===== config.mk =====
export PLATFORM = sky130hd
export DESIGN_NAME = host_irq_ctrl
export DESIGN_NICKNAME = d
export VERILOG_FILES = /design/src/rtl/hirq_pkg.sv /design/src/rtl/hirq_hs_edge.sv /design/src/rtl/hirq_fsm.sv /design/src/rtl/host_irq_ctrl.sv
export SDC_FILE = /design/constraint.sdc
export NUM_CORES = 1
export LEC_CHECK = 0
export BUFFER_PORTS_ARGS = -buffer_cell sky130_fd_sc_hd__buf_2
export CORE_UTILIZATION = 28
export DETAILED_ROUTE_END_ITERATION = 8
export GPL_TIMING_DRIVEN = 0
export PLACE_DENSITY = 0.52
export SLEW_MARGIN = 10
export SYNTH_ARGS = -nofsm -noshare
export SYNTH_HDL_FRONTEND = slang
export SYNTH_HIERARCHICAL = 1
export SYNTH_SLANG_ARGS = --single-unit
export TNS_END_PERCENT = 10

===== constraint.sdc =====
create_clock -name clk -period 3.65 [get_ports clk]
set_input_delay 0.73 -clock clk [delete_from_list [all_inputs] [get_ports clk]]
set_output_delay 0.73 -clock clk [all_outputs]
set_load 0.02 [all_outputs]

===== src/rtl/hirq_pkg.sv =====
package hirq_pkg;
    typedef enum logic {
        ST_IDLE = 1'b0,
        ST_PEND = 1'b1
    } irq_state_e;

    localparam int REG_W  = 32;
    localparam int WE_POS = 30;
endpackage


===== src/rtl/hirq_hs_edge.sv =====
module hirq_hs_edge #(
    parameter int N      = 6,
    parameter int STAGES = 2
) (
    input  logic         clk,
    input  logic         rst_n,
    input  logic [N-1:0] hs_async,
    output logic [N-1:0] fall
);
    localparam int PIPE_W = STAGES + 1;

    for (genvar i = 0; i < N; i++) begin : g_bit
        // pipe[STAGES-1:0] synchronise, pipe[STAGES] holds the previous value
        logic [PIPE_W-1:0] pipe;

        always_ff @(posedge clk) begin
            if (!rst_n) pipe <= '0;
            else        pipe <= {pipe[PIPE_W-2:0], hs_async[i]};
        end

        assign fall[i] = pipe[STAGES] & ~pipe[STAGES-1];


        hs_single_chk: assert property (@(posedge clk) disable iff (!rst_n)
            fall[i] |=> !fall[i]);
    end
endmodule


===== src/rtl/hirq_fsm.sv =====
module hirq_fsm
    import hirq_pkg::*;
#(
    parameter int N = 15
) (
    input  logic         clk,
    input  logic         rst_n,
    input  logic [N-1:0] ev,
    input  logic         ack,
    output logic         irq,
    output logic [N-1:0] status
);
    irq_state_e  state_q, state_d;
    logic [N-1:0] status_q, status_d;

    always_ff @(posedge clk) begin
        if (!rst_n) begin
            state_q  <= ST_IDLE;
            status_q <= '0;
        end else begin
            state_q  <= state_d;
            status_q <= status_d;
        end
    end

    always_comb begin
        state_d  = state_q;
        status_d = status_q;
        unique case (state_q)
            ST_IDLE: begin
                if (|ev) begin          // RAISE
                    state_d  = ST_PEND;
                    status_d = ev;
                end
            end
            ST_PEND: begin
                if (ack) begin
                    if (|ev) begin      // REARM
                        status_d = ev;
                    end else begin      // CLEAR
                        state_d  = ST_IDLE;
                        status_d = '0;
                    end
                end else begin          // COLLECT
                    status_d = status_q | ev;
                end
            end
            default: begin
                state_d  = ST_IDLE;
                status_d = '0;
            end
        endcase
    end

    always_comb begin
        irq    = (state_q == ST_PEND);
        status = status_q;
    end


    irq_hold_chk: assert property (@(posedge clk) disable iff (!rst_n)
        (irq && !ack) |=> irq);

    ack_clear_chk: assert property (@(posedge clk) disable iff (!rst_n)
        (ack && ev == '0) |=> (!irq && status == '0));

    ev_raise_chk: assert property (@(posedge clk) disable iff (!rst_n)
        (ev != '0) |=> (irq && ((status & $past(ev)) == $past(ev))));

    rearm_chk: assert property (@(posedge clk) disable iff (!rst_n)
        (irq && ack && ev != '0) |=> (irq && status == $past(ev)));

    idle_quiet_chk: assert property (@(posedge clk) disable iff (!rst_n)
        (!irq && ev == '0) |=> (!irq && status == '0));
endmodule


===== src/rtl/host_irq_ctrl.sv =====
module host_irq_ctrl
    import hirq_pkg::*;
#(
    parameter int NUM_PE    = 3,
    parameter int HS_PER_PE = 2,
    parameter int NUM_SRC   = 15,
    parameter int SYNC_DEP  = 2
) (
    input  logic                                   clk,
    input  logic                                   rst_n,
    input  logic [NUM_PE*HS_PER_PE-1:0]            hs_i,
    input  logic [NUM_SRC-NUM_PE*HS_PER_PE-1:0]    evt_i,
    input  logic                                   wr_en,
    input  logic [REG_W-1:0]                       wr_data,
    output logic [REG_W-1:0]                       rd_data,
    output logic                                   irq_o
);
    localparam int NUM_HS   = NUM_PE * HS_PER_PE;
    localparam int STAT_LSB = NUM_SRC;
    localparam int STAT_MSB = 2 * NUM_SRC - 1;

    logic [NUM_HS-1:0]  hs_fall;
    logic [NUM_SRC-1:0] raw_ev, en_q, masked_ev, status;
    logic               en_load, ack;
    logic               unused_wbits;

    hirq_hs_edge #(.N(NUM_HS), .STAGES(SYNC_DEP)) u_hs (
        .clk      (clk),
        .rst_n    (rst_n),
        .hs_async (hs_i),
        .fall     (hs_fall)
    );

    assign raw_ev       = {evt_i, hs_fall};
    assign en_load      = wr_en &  wr_data[WE_POS];
    assign ack          = wr_en & ~wr_data[WE_POS];
    assign masked_ev    = raw_ev & en_q;
    assign unused_wbits = ^{wr_data[REG_W-1], wr_data[WE_POS-1:NUM_SRC]};

    always_ff @(posedge clk) begin
        if (!rst_n)       en_q <= '0;
        else if (en_load) en_q <= wr_data[NUM_SRC-1:0];
    end

    hirq_fsm #(.N(NUM_SRC)) u_fsm (
        .clk    (clk),
        .rst_n  (rst_n),
        .ev     (masked_ev),
        .ack    (ack),
        .irq    (irq_o),
        .status (status)
    );

    always_comb begin
        rd_data                    = '0;
        rd_data[NUM_SRC-1:0]       = en_q;
        rd_data[STAT_MSB:STAT_LSB] = status;
    end


    en_hold_chk: assert property (@(posedge clk) disable iff (!rst_n)
        !en_load |=> (rd_data[NUM_SRC-1:0] == $past(rd_data[NUM_SRC-1:0])));

    en_load_chk: assert property (@(posedge clk) disable iff (!rst_n)
        en_load |=> (rd_data[NUM_SRC-1:0] == $past(wr_data[NUM_SRC-1:0])));
endmodule


==> run summary, run 1 <==
The CTS sink count came out at 49. The number of nets in the layout came out at 296. By area the synthesized netlist is led by sky130_fd_sc_hd__dfxtp_1 (53%), sky130_fd_sc_hd__a22o_1 (7.1%), sky130_fd_sc_hd__and2_1 (6.4%), sky130_fd_sc_hd__and2_2 (5.7%), sky130_fd_sc_hd__nand4_1 (5.1%). The worst setup path is launched from a primary input. The initial standard-cell utilization of the core is 29.0%.

The post-synthesis to final-layout area growth came out at 27.2%. The fraction of the mapped netlist area in compound gates came out at 14.7%. The sum of routed wire length over all layers came out at 4240 um. The worst path meets setup with 1.68 ns of slack.

The library cell with the largest summed area after synthesis is sky130_fd_sc_hd__dfxtp_1. The detailed router finished its first iteration with 35 violations. Buffers inserted to repair hold after CTS numbered 0. The worst hold path depth is 1. The buffer and inverter count on the worst path came out at 2. The mux share of post-synthesis cell area came out at 0%.

Setup repair after global routing left no endpoint under its margin. Adding up every negative setup slack in the final design gives 0 ns. The detailed-routing iteration count for the pre-antenna-repair pass is 3.

The routed layout has 1,407 vias. The width of the die came out at 83.2 um. The largest net degree at the start of global routing came out at 17. The area inside the core boundary came out at 6350 sq um. The signal on the critical path passes through buf_2 -> and2_1 -> nor4_1 -> nand3_1 -> o41ai_4 -> buf_6 -> a22o_1. The clock network fraction of total power is 31.7%. The peak supply drop is 0.216 mV.

The xor and xnor area share after synthesis is 0%. Among cell families on the critical path, the largest total delay comes from simple AND/OR/NAND/NOR gates. The quantity of gates resized following cts came out at 0. TritonCTS built the clock tree. The critical path arrival is 2.22 ns. Of the synthesized area, sequential elements account for 53.2%. Once detail routing completed, the nets flagged for antenna violations numbered 0. The via count of the first global-routing pass is 1,350.

The initial antenna violation count came out at 0. Counting flops with an async set or reset pin after synthesis yields a share of 0%. The total CTS buffers came out at 5.

The count of unresolved DRC violations after routing is 0. Using the TritonRoute via totals, the vias-per-cell ratio works out to 4.34. The clock-pin transition on the worst setup and hold timing paths is 0.10 ns. The longest clock path from root to sink contains 2 buffers. The wire length of the first global-routing pass came out at 6900 um. The die covers 6920 sq um. Cells with a size suffix above 1 make up 45.3% of the layout. The path category of the worst min-delay check is reg2reg. The power per cell area is 435 nW/um^2. The post-route non-filler standard cell count is 324. The yosys synthesis warning count is 6. The minimum setup slack after placement is 1.33 ns. The count of different cell masters after synthesis came out at 24. The I/O pin total came out at 83. The final setup violation count came out at 0.

In this run switching power makes up 26.8% of total power. STA puts the critical path data required time at 3.90 ns. The wire length per cell came out at 13.1 um. The peak per-stage delay on the critical path is 0.42 ns. In the synthesized netlist, the cells that appear most often are sky130_fd_sc_hd__dfxtp_1 (49), sky130_fd_sc_hd__and2_1 (19), sky130_fd_sc_hd__a22o_1 (15), sky130_fd_sc_hd__nand2_1 (15), sky130_fd_sc_hd__nand4_1 (15). The number of placed cells counting well taps came out at 316.

The number of standard-cell rows in the floorplan is 29. The largest family of logic cells by synthesized area is simple AND/OR/NAND/NOR gates. The cell count along the critical path came out at 7. The total design power came out at 1.02 mW. The height of the die came out at 83.2 um. The antenna diode count is 0. The mean area per synthesized cell is 10.5 sq um. The number of post-CTS setup repair buffers is 0.

In this run the cell area of the synthesized design comes to 1840 sq um. The global-route congestion overflow total came out at 0. STA classifies the critical path endpoint as a flop. The aggregate global-route resource usage is 12.7%. The number of pins exceeding their max-slew limit in the final report came out at 0. Across the run, the number of max-cap violations was 0.

Per report_power, the sequential group accounts for 55.6% of the total. The number of synthesized flops with an enable pin is 0. Counting flops and latches in the post-synthesis netlist gives 49. Based on the critical path, the design can be clocked at up to 508 MHz. Combinational cells account for 12.7% of the total power. The clock latency at the later pin of the worst-skew pair came out at 0.30 ns. The HPWL after detailed placement is 3300 um. The routed design could run at a clock period as short as 1.97 ns. The highest net fanout along the worst path came out at 10.

The synthesized-area fraction occupied by adder cells came out at 0%. The H-tree depth came out at 2. The most common cell in the synthesized netlist is sky130_fd_sc_hd__dfxtp_1.

The root cell of the clock tree is sky130_fd_sc_hd__clkbuf_8. The commonest register cell after synthesis is sky130_fd_sc_hd__dfxtp_1. The number of instances in the synthesized netlist is 176. The flow ran to the end, and the final reports show no timing, DRC or antenna violations. Once layout is complete, the utilization of the core stands at 36.9%.

The fraction of synthesized cell area taken by the top area cell type is 53.2%. The area share of and/or/nand/nor cells after synthesis came out at 26.3%. The number of cells traversed by the worst register-to-register path is 7. The net switching power is 0.274 mW. The share of the cycle needed by the critical path after routing is 54.0%. The leakage power of the design came out at 1.08 nW. The setup path with the least slack is of type in2reg. For this design, the slowest cell found on the critical path is sky130_fd_sc_hd__o41ai_4. The setup skew after layout is 0.00645 ns.

The routability congestion estimate from global placement came out at 0.772. The quantity of I/O buffers inserted on ports came out at 62. The design internal power is 0.746 mW. The number of endpoints with negative hold slack in the final report came out at 0.
-- cell type report --
type / count / area, sq um
buffer: 14 / 98.8
tap: 77 / 96.3
inverter: 1 / 3.75
timing repair buffer: 62 / 310
clock buffer: 5 / 68.8
multi-input combinational: 113 / 764
clock inverter: 3 / 22.5
fill: 672 / 4000
sequential: 49 / 981
-- worst paths after layout --
path	from	to	slack [ns]
worst max-delay path	evt_i[1]	u_fsm/status[1]	1.68
worst min-delay path	u_hs/g_bit[1].pipe[0]	u_hs/g_bit[1].pipe[1]	0.44
worst max register to register	u_hs/g_bit[1].pipe[2]	u_fsm/status[1]	1.77
worst min register to register	u_hs/g_bit[1].pipe[0]	u_hs/g_bit[1].pipe[1]	0.44
-- flip-flops by register name (all words and copies together) (netlist names) --
signal           flops
u_fsm/irq            1
en_q                15
u_hs/g_bit.pipe     18
u_fsm/status        15
-- kinds of logic (layout without fill, tap and decap cells) --
logic type | count (synthesis) | after routing
compound gates | 31 | 31
buf+inv | 15 | 85
flops | 49 | 49
other cells | 1 | 2
simple gates | 80 | 80
-- power by group through the flow --
stage,Sequential [mW],Clock (mW),Combinational [mW]
2_1_floorplan,0.594,0,0.0690
3_3_place_gp,0.580,0,0.131
3_5_place_dp,0.580,0,0.131
4_1_cts,0.568,0.335,0.131
5_1_grt,0.571,0.355,0.142
6_report,0.567,0.323,0.129
-- routing by layer --
metal | vias to the layer above | routed length [um] | GRT usage (%) | part of all wire, %
li1 | 741 | - | - | -
met4 | 0 | 35 | 3.76 | 0.83
met2 | 32 | 1980 | 20.3 | 47
met1 | 629 | 2050 | 17.0 | 48
met3 | 5 | 172 | 3.18 | 4.1
met5 | - | 0 | 0 | 0
-- metrics by stage --
stage | cell area [sq um] | hold slack (ns)
floorplan | 1850 | 0.412
global placement | 2250 | 0.415
detailed placement | 2250 | 0.421
CTS | 2350 | 0.445
global route | 2350 | 0.461
finish | 2350 | 0.441
-- worst reg2reg max path, stage by stage, from the launching register on --
cell                      delay [ns]
sky130_fd_sc_hd__dfxtp_1        0.30
sky130_fd_sc_hd__nor2b_1        0.11
sky130_fd_sc_hd__and2_1         0.17
sky130_fd_sc_hd__nor4_1         0.30
sky130_fd_sc_hd__nand3_1        0.18
sky130_fd_sc_hd__o41ai_4        0.42
sky130_fd_sc_hd__buf_6          0.21
sky130_fd_sc_hd__a22o_1         0.13
-- cells in the final DEF, fill, tap and decap left out, drive strengths merged --
cell,count
nor2b,8
or3,1
conb,2
nand4,15
nand3,1
clkinv,1
a22o,15
and2,34
o21ai,15
o41ai,1
nor4,3
nor3,1
nor2,1
buf,75
nand2,16
clkinvlp,3
clkbuf,6
dfxtp,49
Note: power is estimated with default switching activity, not from simulation.
==> run 2: changes to the inputs <==
--- a/config.mk
+++ b/config.mk
@@ -9,7 +9,7 @@
 export CORE_UTILIZATION = 28
 export DETAILED_ROUTE_END_ITERATION = 8
 export GPL_TIMING_DRIVEN = 0
-export PLACE_DENSITY = 0.52
+export PLACE_DENSITY = 0.54
 export SLEW_MARGIN = 10
 export SYNTH_ARGS = -nofsm -noshare
 export SYNTH_HDL_FRONTEND = slang
==> constraint.sdc (replaced) <==
create_clock -name clk -period 1.6 [get_ports clk]
set_input_delay 0.32 -clock clk [delete_from_list [all_inputs] [get_ports clk]]
set_output_delay 0.32 -clock clk [all_outputs]
set_load 0.02 [all_outputs]
==> run 2 against run 1 <==
- the flow now finishes with violations (negative setup slack)
- clock-buffer cell count is the same
- final cell count increased by 1.9%
- clock power rose to 2.7 times the previous value
- global-route usage up 0.39 points
- first-iteration DRC count shrank 29%
- sequential cell count did not move
- design area is 5.6% higher
- sequential share of layout area down 2.2 points
- clock skew increased by 0.0041 ns
- routed wire length up 4.7%
- via count grew 5.8%
- die area unchanged
- critical endpoint is now u_fsm/status[14]
==> run summary, run 2 (synthesized netlist as in run 1, its figures left out) <==
Run status: finished, violations left (was finished clean). The final reports fail on negative setup slack. The highest net fanout along the worst path came to 5 (was 10). The kind of launch point of the worst setup path was a flop (was primary input). The width of the die is 83.2 um (unchanged). The total of max-cap violations came out at 0 (unchanged). The detailed-route vias per instance was 4.51 (was 4.34). The worst reg-to-reg setup slack is -0.11 ns (was 1.77 ns). The total design power came out at 2.52 mW (was 1.02 mW). The clock latency at the later pin of the worst-skew pair came to 0.30 ns (about the same). The design internal power is 1.89 mW (was 0.746 mW). The final setup violation count is 15 (was 0). The minimum setup slack in the final design was -0.109 ns (was 1.68 ns). The minimum setup slack after placement came out at -0.322 ns (was 1.33 ns). The initial standard-cell utilization of the core came out at 29.0% (unchanged). The count of unresolved DRC violations after routing came out at 0 (unchanged). The initial antenna violation count is 0 (unchanged). The share of the cycle needed by the critical path after routing is 107%. The largest net degree at the start of global routing was 17 (unchanged). The kind of end point of the critical path is a flop (unchanged). The critical path arrival is 1.95 ns (was 2.22 ns).

The highest clock rate came out at 585 MHz. The global-route congestion overflow total is 0 (unchanged). The hold buffer count at CTS came to 0 (unchanged). The total CTS buffers is 5 (unchanged). The fraction of final layout cells sized beyond drive strength 1 is 50.6% (was 45.3%). The number of nets in the layout is 302 (was 296). The post-synthesis to final-layout area growth is 34.3% (was 27.2%). The highest-delay cell along the critical path was sky130_fd_sc_hd__o41ai_4 (unchanged). The clock network fraction of total power came to 35.1% (was 31.7%). Commonest non-fill, non-tap cells in the layout: sky130_fd_sc_hd__buf_2 (69), sky130_fd_sc_hd__dfxtp_1 (48), sky130_fd_sc_hd__and2_1 (16) (was sky130_fd_sc_hd__buf_2 (69), sky130_fd_sc_hd__dfxtp_1 (49), sky130_fd_sc_hd__and2_1 (19)). The setup skew after layout is 0.0106 ns (was 0.00645 ns). The top register by number of flip-flops is u_hs/g_bit.pipe (unchanged). The most common cell after layout, fill and taps aside was sky130_fd_sc_hd__buf_2 (unchanged). The TritonCTS clock tree was done (unchanged). The height of the die is 83.2 um (unchanged). The H-tree depth was 2 (unchanged).

The clock tree buffer depth is 2 (unchanged). The routability congestion estimate from global placement is 0.768 (was 0.772). The die footprint came to 6920 sq um (unchanged). The antenna diode count is 0 (unchanged). The leakage power of the design came out at 1.15 nW (was 1.08 nW). The peak supply drop is 0.466 mV (was 0.216 mV). RSZ-0062 raised after global routing: true (was false). The power per cell area was 1020 nW/um^2 (was 435 nW/um^2). The flip-flop count of the largest register after layout is 18 (unchanged). The detailed-routing iteration count for the pre-antenna-repair pass came out at 5 (was 3). Cells along the critical path: nor2b_4 -> and2_4 -> nor4_4 -> nand3_2 -> o41ai_4 -> buf_4 -> a22o_1 (was buf_2 -> and2_1 -> nor4_1 -> nand3_1 -> o41ai_4 -> buf_6 -> a22o_1). The HPWL after detailed placement is 3300 um (about the same). The CTS sink count is 49 (unchanged). The I/O pin total is 83 (unchanged). The clock-pin transition on the worst setup and hold timing paths came out at 0.09 ns (was 0.10 ns). The area inside the core boundary came out at 6350 sq um (unchanged).

The peak per-stage delay on the critical path is 0.33 ns (was 0.42 ns). The aggregate global-route resource usage was 13.1% (was 12.7%). The number of DRC violations after detailed-routing iteration 0 came out at 25 (was 35). The fraction of power consumed by combinational cells is 13.4% (was 12.7%). The root cell of the clock tree is sky130_fd_sc_hd__clkbuf_8 (unchanged). Subtracting the final worst setup slack from the clock period gives 1.71 ns. The type of the worst setup path was reg2reg (was in2reg). The post-route worst hold slack is 0.217 ns (was 0.441 ns).

The switching portion of total power is 24.8% (was 26.8%). The net switching power came to 0.623 mW (was 0.274 mW). The count of antenna-violating nets left after detailed routing was 0 (unchanged).

The wire length of the first global-routing pass came out at 7000 um (was 6900 um). The sum of routed wire length over all layers came out at 4440 um (was 4240 um). The number of endpoints with negative hold slack in the final report came out at 0 (unchanged). The total via count after detailed routing is 1,489 (was 1,407).

The number of pins exceeding their max-slew limit in the final report is 0 (unchanged). The via count of the first global-routing pass is 1,371 (was 1,350). The share of total power in sequential cells is 51.5% (was 55.6%). The number of standard-cell rows in the floorplan came out at 29 (unchanged). The path category of the worst min-delay check is in2reg (was reg2reg). The quantity of I/O buffers inserted on ports came to 62 (unchanged). The wire length per cell was 13.5 um (was 13.1 um). The required time reported for the critical path endpoint came out at 1.85 ns (was 3.90 ns).
[run 2: repair_timing]
| action | CTS | global route |
|---|---|---|
| buffers inserted | 4 | 1 |
| gates resized for setup | 7 | 8 |
| gates cloned | 1 | 0 |
| pin swaps | 5 | 6 |
| setup endpoints to repair | 15 | 16 |
[run 2: power groups by stage]
stage	Sequential (mW)	Clock, mW	Combinational [mW]
floorplan	1.35	0	0.157
global placement	1.32	0	0.296
detailed placement	1.32	0	0.298
CTS	1.30	0.921	0.330
global route	1.30	0.977	0.366
finish	1.30	0.885	0.337
[run 2: worst max-delay path: cells and delay by family (launching register included)]
kind	cells	cell delay [ns]
and+or+nand+nor	4	0.68
buffers and inverters	1	0.21
DFF	1	0.31
AOI/OAI and AO/OA	2	0.44
[run 2: path summary, 6_finish.rpt]
path,start,end,cells past startpoint
min,hs_i[1],u_hs/g_bit[1].pipe[0],2
max reg2reg,u_hs/g_bit[2].pipe[2],u_fsm/status[14],7
min reg2reg,u_hs/g_bit[2].pipe[0],u_hs/g_bit[2].pipe[1],1
max,u_hs/g_bit[2].pipe[2],u_fsm/status[14],7
[run 2: metal layers]
| layer | vias up | GRT usage, % | share of wire [%] |
|---|---|---|---|
| met3 | 7 | 3.88 | 5.9 |
| li1 | 759 | - | - |
| met1 | 674 | 16.6 | 44 |
| met2 | 49 | 21.6 | 49 |
| met4 | 0 | 3.76 | 1.2 |
| met5 | - | 0 | 0 |
[run 2: stage by stage]
step | instance area (sq um) | cells | util, % | TNS, ns
floorplan | 1850 | 177 | - | -0.769
global placement | 2250 | 316 | 35.5 | -4.08
detailed placement | 2250 | 316 | 35.5 | -4.04
CTS | 2440 | 329 | 38.5 | -2.82
global route | 2480 | 330 | 39.0 | -3.05
finish | 2480 | 330 | 39.0 | -1.30
[run 2: cell type report]
class	count	area, sq um
Fill cell	638	3870
Sequential cell	49	982
Multi-Input combinational cell	113	826
Timing Repair Buffer	68	355
Buffer	14	98.8
Tap cell	77	96.3
Clock buffer	5	68.8
Clock inverter	3	46.3
Inverter	1	3.75
==> run 3: changes to the inputs <==
--- a/config.mk
+++ b/config.mk
@@ -6,7 +6,9 @@
 export NUM_CORES = 1
 export LEC_CHECK = 0
 export BUFFER_PORTS_ARGS = -buffer_cell sky130_fd_sc_hd__buf_2
+export CORE_ASPECT_RATIO = 1.1
 export CORE_UTILIZATION = 28
+export CTS_BUF_LIST = sky130_fd_sc_hd__clkbuf_16
 export DETAILED_ROUTE_END_ITERATION = 8
 export GPL_TIMING_DRIVEN = 0
 export PLACE_DENSITY = 0.54
==> run 3 against run 2 <==
- the flow still finishes with violations (negative setup slack)
- die area unchanged
- via count down 3.7%
- critical path depth unchanged
- total power up 4.7%
- final cell count down 0.30%
- non-clock buffer count down 4
- sequential share of layout area about the same
- maximum frequency up 3.0%
- core utilization up 0.55 points
- clock skew down 0.0075 ns
- combinational power down 5%
- critical endpoint is now u_fsm/status[3]
- highest routed layer unchanged
==> run summary, run 3 (synthesized netlist as in run 1, its figures left out) <==
The minimum setup slack after placement was -0.362 ns (was -0.322 ns). The antenna diode count came out at 0 (unchanged). The end of the worst register-to-register path is u_fsm/status[3] (was u_fsm/status[14]). The path category of the worst min-delay check was in2reg (unchanged). The number of endpoints with negative hold slack in the final report came out at 0 (unchanged). The most common cell after layout, fill and taps aside is sky130_fd_sc_hd__buf_2 (unchanged). The required time reported for the critical path endpoint came to 1.83 ns (was 1.85 ns). The number of DRC violations after detailed-routing iteration 0 came out at 65 (was 25).

The detailed-route vias per instance was 4.36 (was 4.51). The area inside the core boundary is 6270 sq um (was 6350 sq um). The number of cells traversed by the worst register-to-register path came to 7 (unchanged). The worst reg-to-reg setup slack is -0.06 ns (was -0.11 ns). The aggregate global-route resource usage came out at 12.7% (was 13.1%). The type of the worst setup path is reg2reg (unchanged).

The kind of end point of the critical path was a flop (unchanged). The routability congestion estimate from global placement is 0.799 (was 0.768). The number of pins exceeding their max-slew limit in the final report came to 0 (unchanged). The I/O pin total came to 83 (unchanged). The sum of routed wire length over all layers came out at 4230 um (was 4440 um). The peak per-stage delay on the critical path came out at 0.31 ns (was 0.33 ns). RSZ-0062 raised after global routing: true (unchanged).

The total via count after detailed routing is 1,434 (was 1,489). The kind of launch point of the worst setup path is a flop (unchanged). The height of the die came out at 87.1 um (was 83.2 um). The startpoint of the most critical register-to-register path is u_hs/g_bit[2].pipe[2] (unchanged). The CTS sink count is 49 (unchanged). The initial standard-cell utilization of the core is 29.4% (was 29.0%). The wire length per cell is 12.9 um (was 13.5 um).

Violated checks: negative setup slack (unchanged). The start point of the worst min-delay path was hs_i[1] (unchanged). The die footprint was 6920 sq um (unchanged). The quantity of I/O buffers inserted on ports came out at 62 (unchanged). The terminating pin of the worst hold path is u_hs/g_bit[1].pipe[0] (unchanged). The count of antenna-violating nets left after detailed routing came to 0 (unchanged). The clock tree buffer depth came to 2 (unchanged). The HPWL after detailed placement came out at 3200 um (was 3300 um). The TritonCTS clock tree is done (unchanged). The setup skew after layout is 0.00305 ns (was 0.0106 ns). The wire length of the first global-routing pass is 6490 um (was 7000 um). Commonest non-fill, non-tap cells in the layout: sky130_fd_sc_hd__buf_2 (69), sky130_fd_sc_hd__dfxtp_1 (47), sky130_fd_sc_hd__nand2_1 (15), sky130_fd_sc_hd__nand4_1 (15), sky130_fd_sc_hd__a22o_1 (15) (was sky130_fd_sc_hd__buf_2 (69), sky130_fd_sc_hd__dfxtp_1 (48), sky130_fd_sc_hd__and2_1 (16)). The clock-pin transition on the worst setup and hold timing paths came out at 0.06 ns (was 0.09 ns). The top register by number of flip-flops is u_hs/g_bit.pipe (unchanged). The number of standard-cell rows in the floorplan is 30 (was 29). The width of the die came to 79.4 um (was 83.2 um). The final setup violation count is 15 (unchanged). The global-route congestion overflow total is 0 (unchanged). The flip-flop count of the largest register after layout came out at 18 (unchanged). The share of the cycle needed by the critical path after routing came to 104% (was 107%). The number of placed cells counting well taps came to 319 (was 316).

The detailed-routing iteration count for the pre-antenna-repair pass came to 4 (was 5). The largest net degree at the start of global routing is 16 (was 17). The post-layout minimum cycle time came out at 1.66 ns (was 1.71 ns).

The leakage power of the design came out at 1.15 nW (about the same). The via count of the first global-routing pass is 1,373 (was 1,371). The peak supply drop came out at 0.401 mV (was 0.466 mV).

The H-tree depth came out at 2 (unchanged). The power per cell area came out at 1060 nW/um^2 (was 1020 nW/um^2). The total of max-cap violations was 0 (unchanged). The worst hold path depth is 2 (unchanged). The hold buffer count at CTS is 0 (unchanged). The minimum setup slack in the final design is -0.0590 ns (was -0.109 ns). The clock latency at the later pin of the worst-skew pair is 0.28 ns (was 0.30 ns). The root cell of the clock tree is sky130_fd_sc_hd__clkbuf_16 (was sky130_fd_sc_hd__clkbuf_8). The instance area at placement is 2260 sq um (was 2250 sq um). The highest net fanout along the worst path is 5 (unchanged).

The highest-delay cell along the critical path was sky130_fd_sc_hd__o41ai_4 (unchanged). The count of unresolved DRC violations after routing came to 0 (unchanged). The cell area after layout came out at 2480 sq um (about the same). The critical path arrival is 1.89 ns (was 1.95 ns). The number of nets in the layout came out at 298 (was 302). The highest clock rate is 603 MHz (was 585 MHz). The fraction of final layout cells sized beyond drive strength 1 is 50.2% (was 50.6%).

Run status: finished, violations left (unchanged). The post-synthesis to final-layout area growth came out at 34.5% (was 34.3%). Cells along the critical path: nor2b_4 -> and2_4 -> nor4_4 -> nand3_2 -> o41ai_4 -> buf_4 -> a22o_1 (unchanged).

The total CTS buffers is 5 (unchanged). The post-route non-filler standard cell count came to 329 (was 330). The initial antenna violation count came out at 0 (unchanged).
==> run 3: changes by cell type in the layout (fill, tap and decap cells not counted), moves of 2 or more <==
cell	before	now
sky130_fd_sc_hd__clkbuf_16	0	5
sky130_fd_sc_hd__and2_4	4	6
sky130_fd_sc_hd__and2_1	16	14
sky130_fd_sc_hd__buf_4	8	4
sky130_fd_sc_hd__clkbuf_8	5	0
==> run 3: per-layer routing <==
layer / vias up / wire, um / share of wire (%) / GRT usage, %
met1: 649 / 1890 / 45 / 14.2
li1: 746 / - / - / -
met2: 33 / 2080 / 49 / 22.0
met4: 0 / 82 / 1.9 / 6.61
met5: - / 0 / 0 / 0
met3: 6 / 171 / 4.0 / 3.25
==> run 3: critical path: cells and delay by family (launching register included) <==
family,cells,cell delay (ns)
compound gates,2,0.43
buf+inv,1,0.21
flops,1,0.30
simple gates,4,0.66
==> run 3: worst max path at each step <==
stage	to	slack, ns	start
2_1_floorplan	u_fsm/status[0]	-0.08	en_q[10]
3_3_place_gp	u_fsm/status[1]	-0.34	evt_i[1]
3_5_place_dp	u_fsm/status[2]	-0.36	evt_i[1]
4_1_cts	u_fsm/status[7]	-0.18	u_hs/g_bit[1].pipe[2]
5_1_grt	u_fsm/status[4]	-0.13	u_hs/g_bit[2].pipe[2]
6_report	u_fsm/status[3]	-0.06	u_hs/g_bit[2].pipe[2]
==> run 3: repair_timing <==
item | CTS | global route
pin swaps | 4 | 10
setup buffers | 1 | 0
resized for setup | 9 | 7
endpoints found under the setup margin | 15 | 15
cloned | 1 | 0
==> run 3: through the flow <==
stage          setup TNS (ns)  hold WS [ns]  total power, mW  utilization (%)
5_1_grt                 -1.58         0.242             2.74             39.6
3_3_place_gp            -4.36         0.414             1.62             36.0
3_5_place_dp            -4.62         0.421             1.62             36.0
2_1_floorplan          -0.769         0.412             1.51                -
4_1_cts                 -2.46         0.238             2.66             39.2
6_report               -0.606         0.241             2.63             39.6
==> run 3: where the power goes <==
| part | total, mW | internal (mW) | switching, mW |
|---|---|---|---|
| combinational | 0.320 | 0.144 | 0.176 |
| sequential | 1.30 | 1.27 | 0.0267 |
| clock | 1.02 | 0.576 | 0.443 |
| total | 2.63 | 1.99 | 0.646 |
==> run 3: final cells by class <==
type	instances	area, sq um
Fill cell	640	3790
Sequential cell	49	983
Multi-Input combinational cell	113	826
Timing Repair Buffer	64	325
Clock buffer	5	125
Tap cell	80	100
Buffer	14	98.8
Clock inverter	3	17.5
Inverter	1	3.75
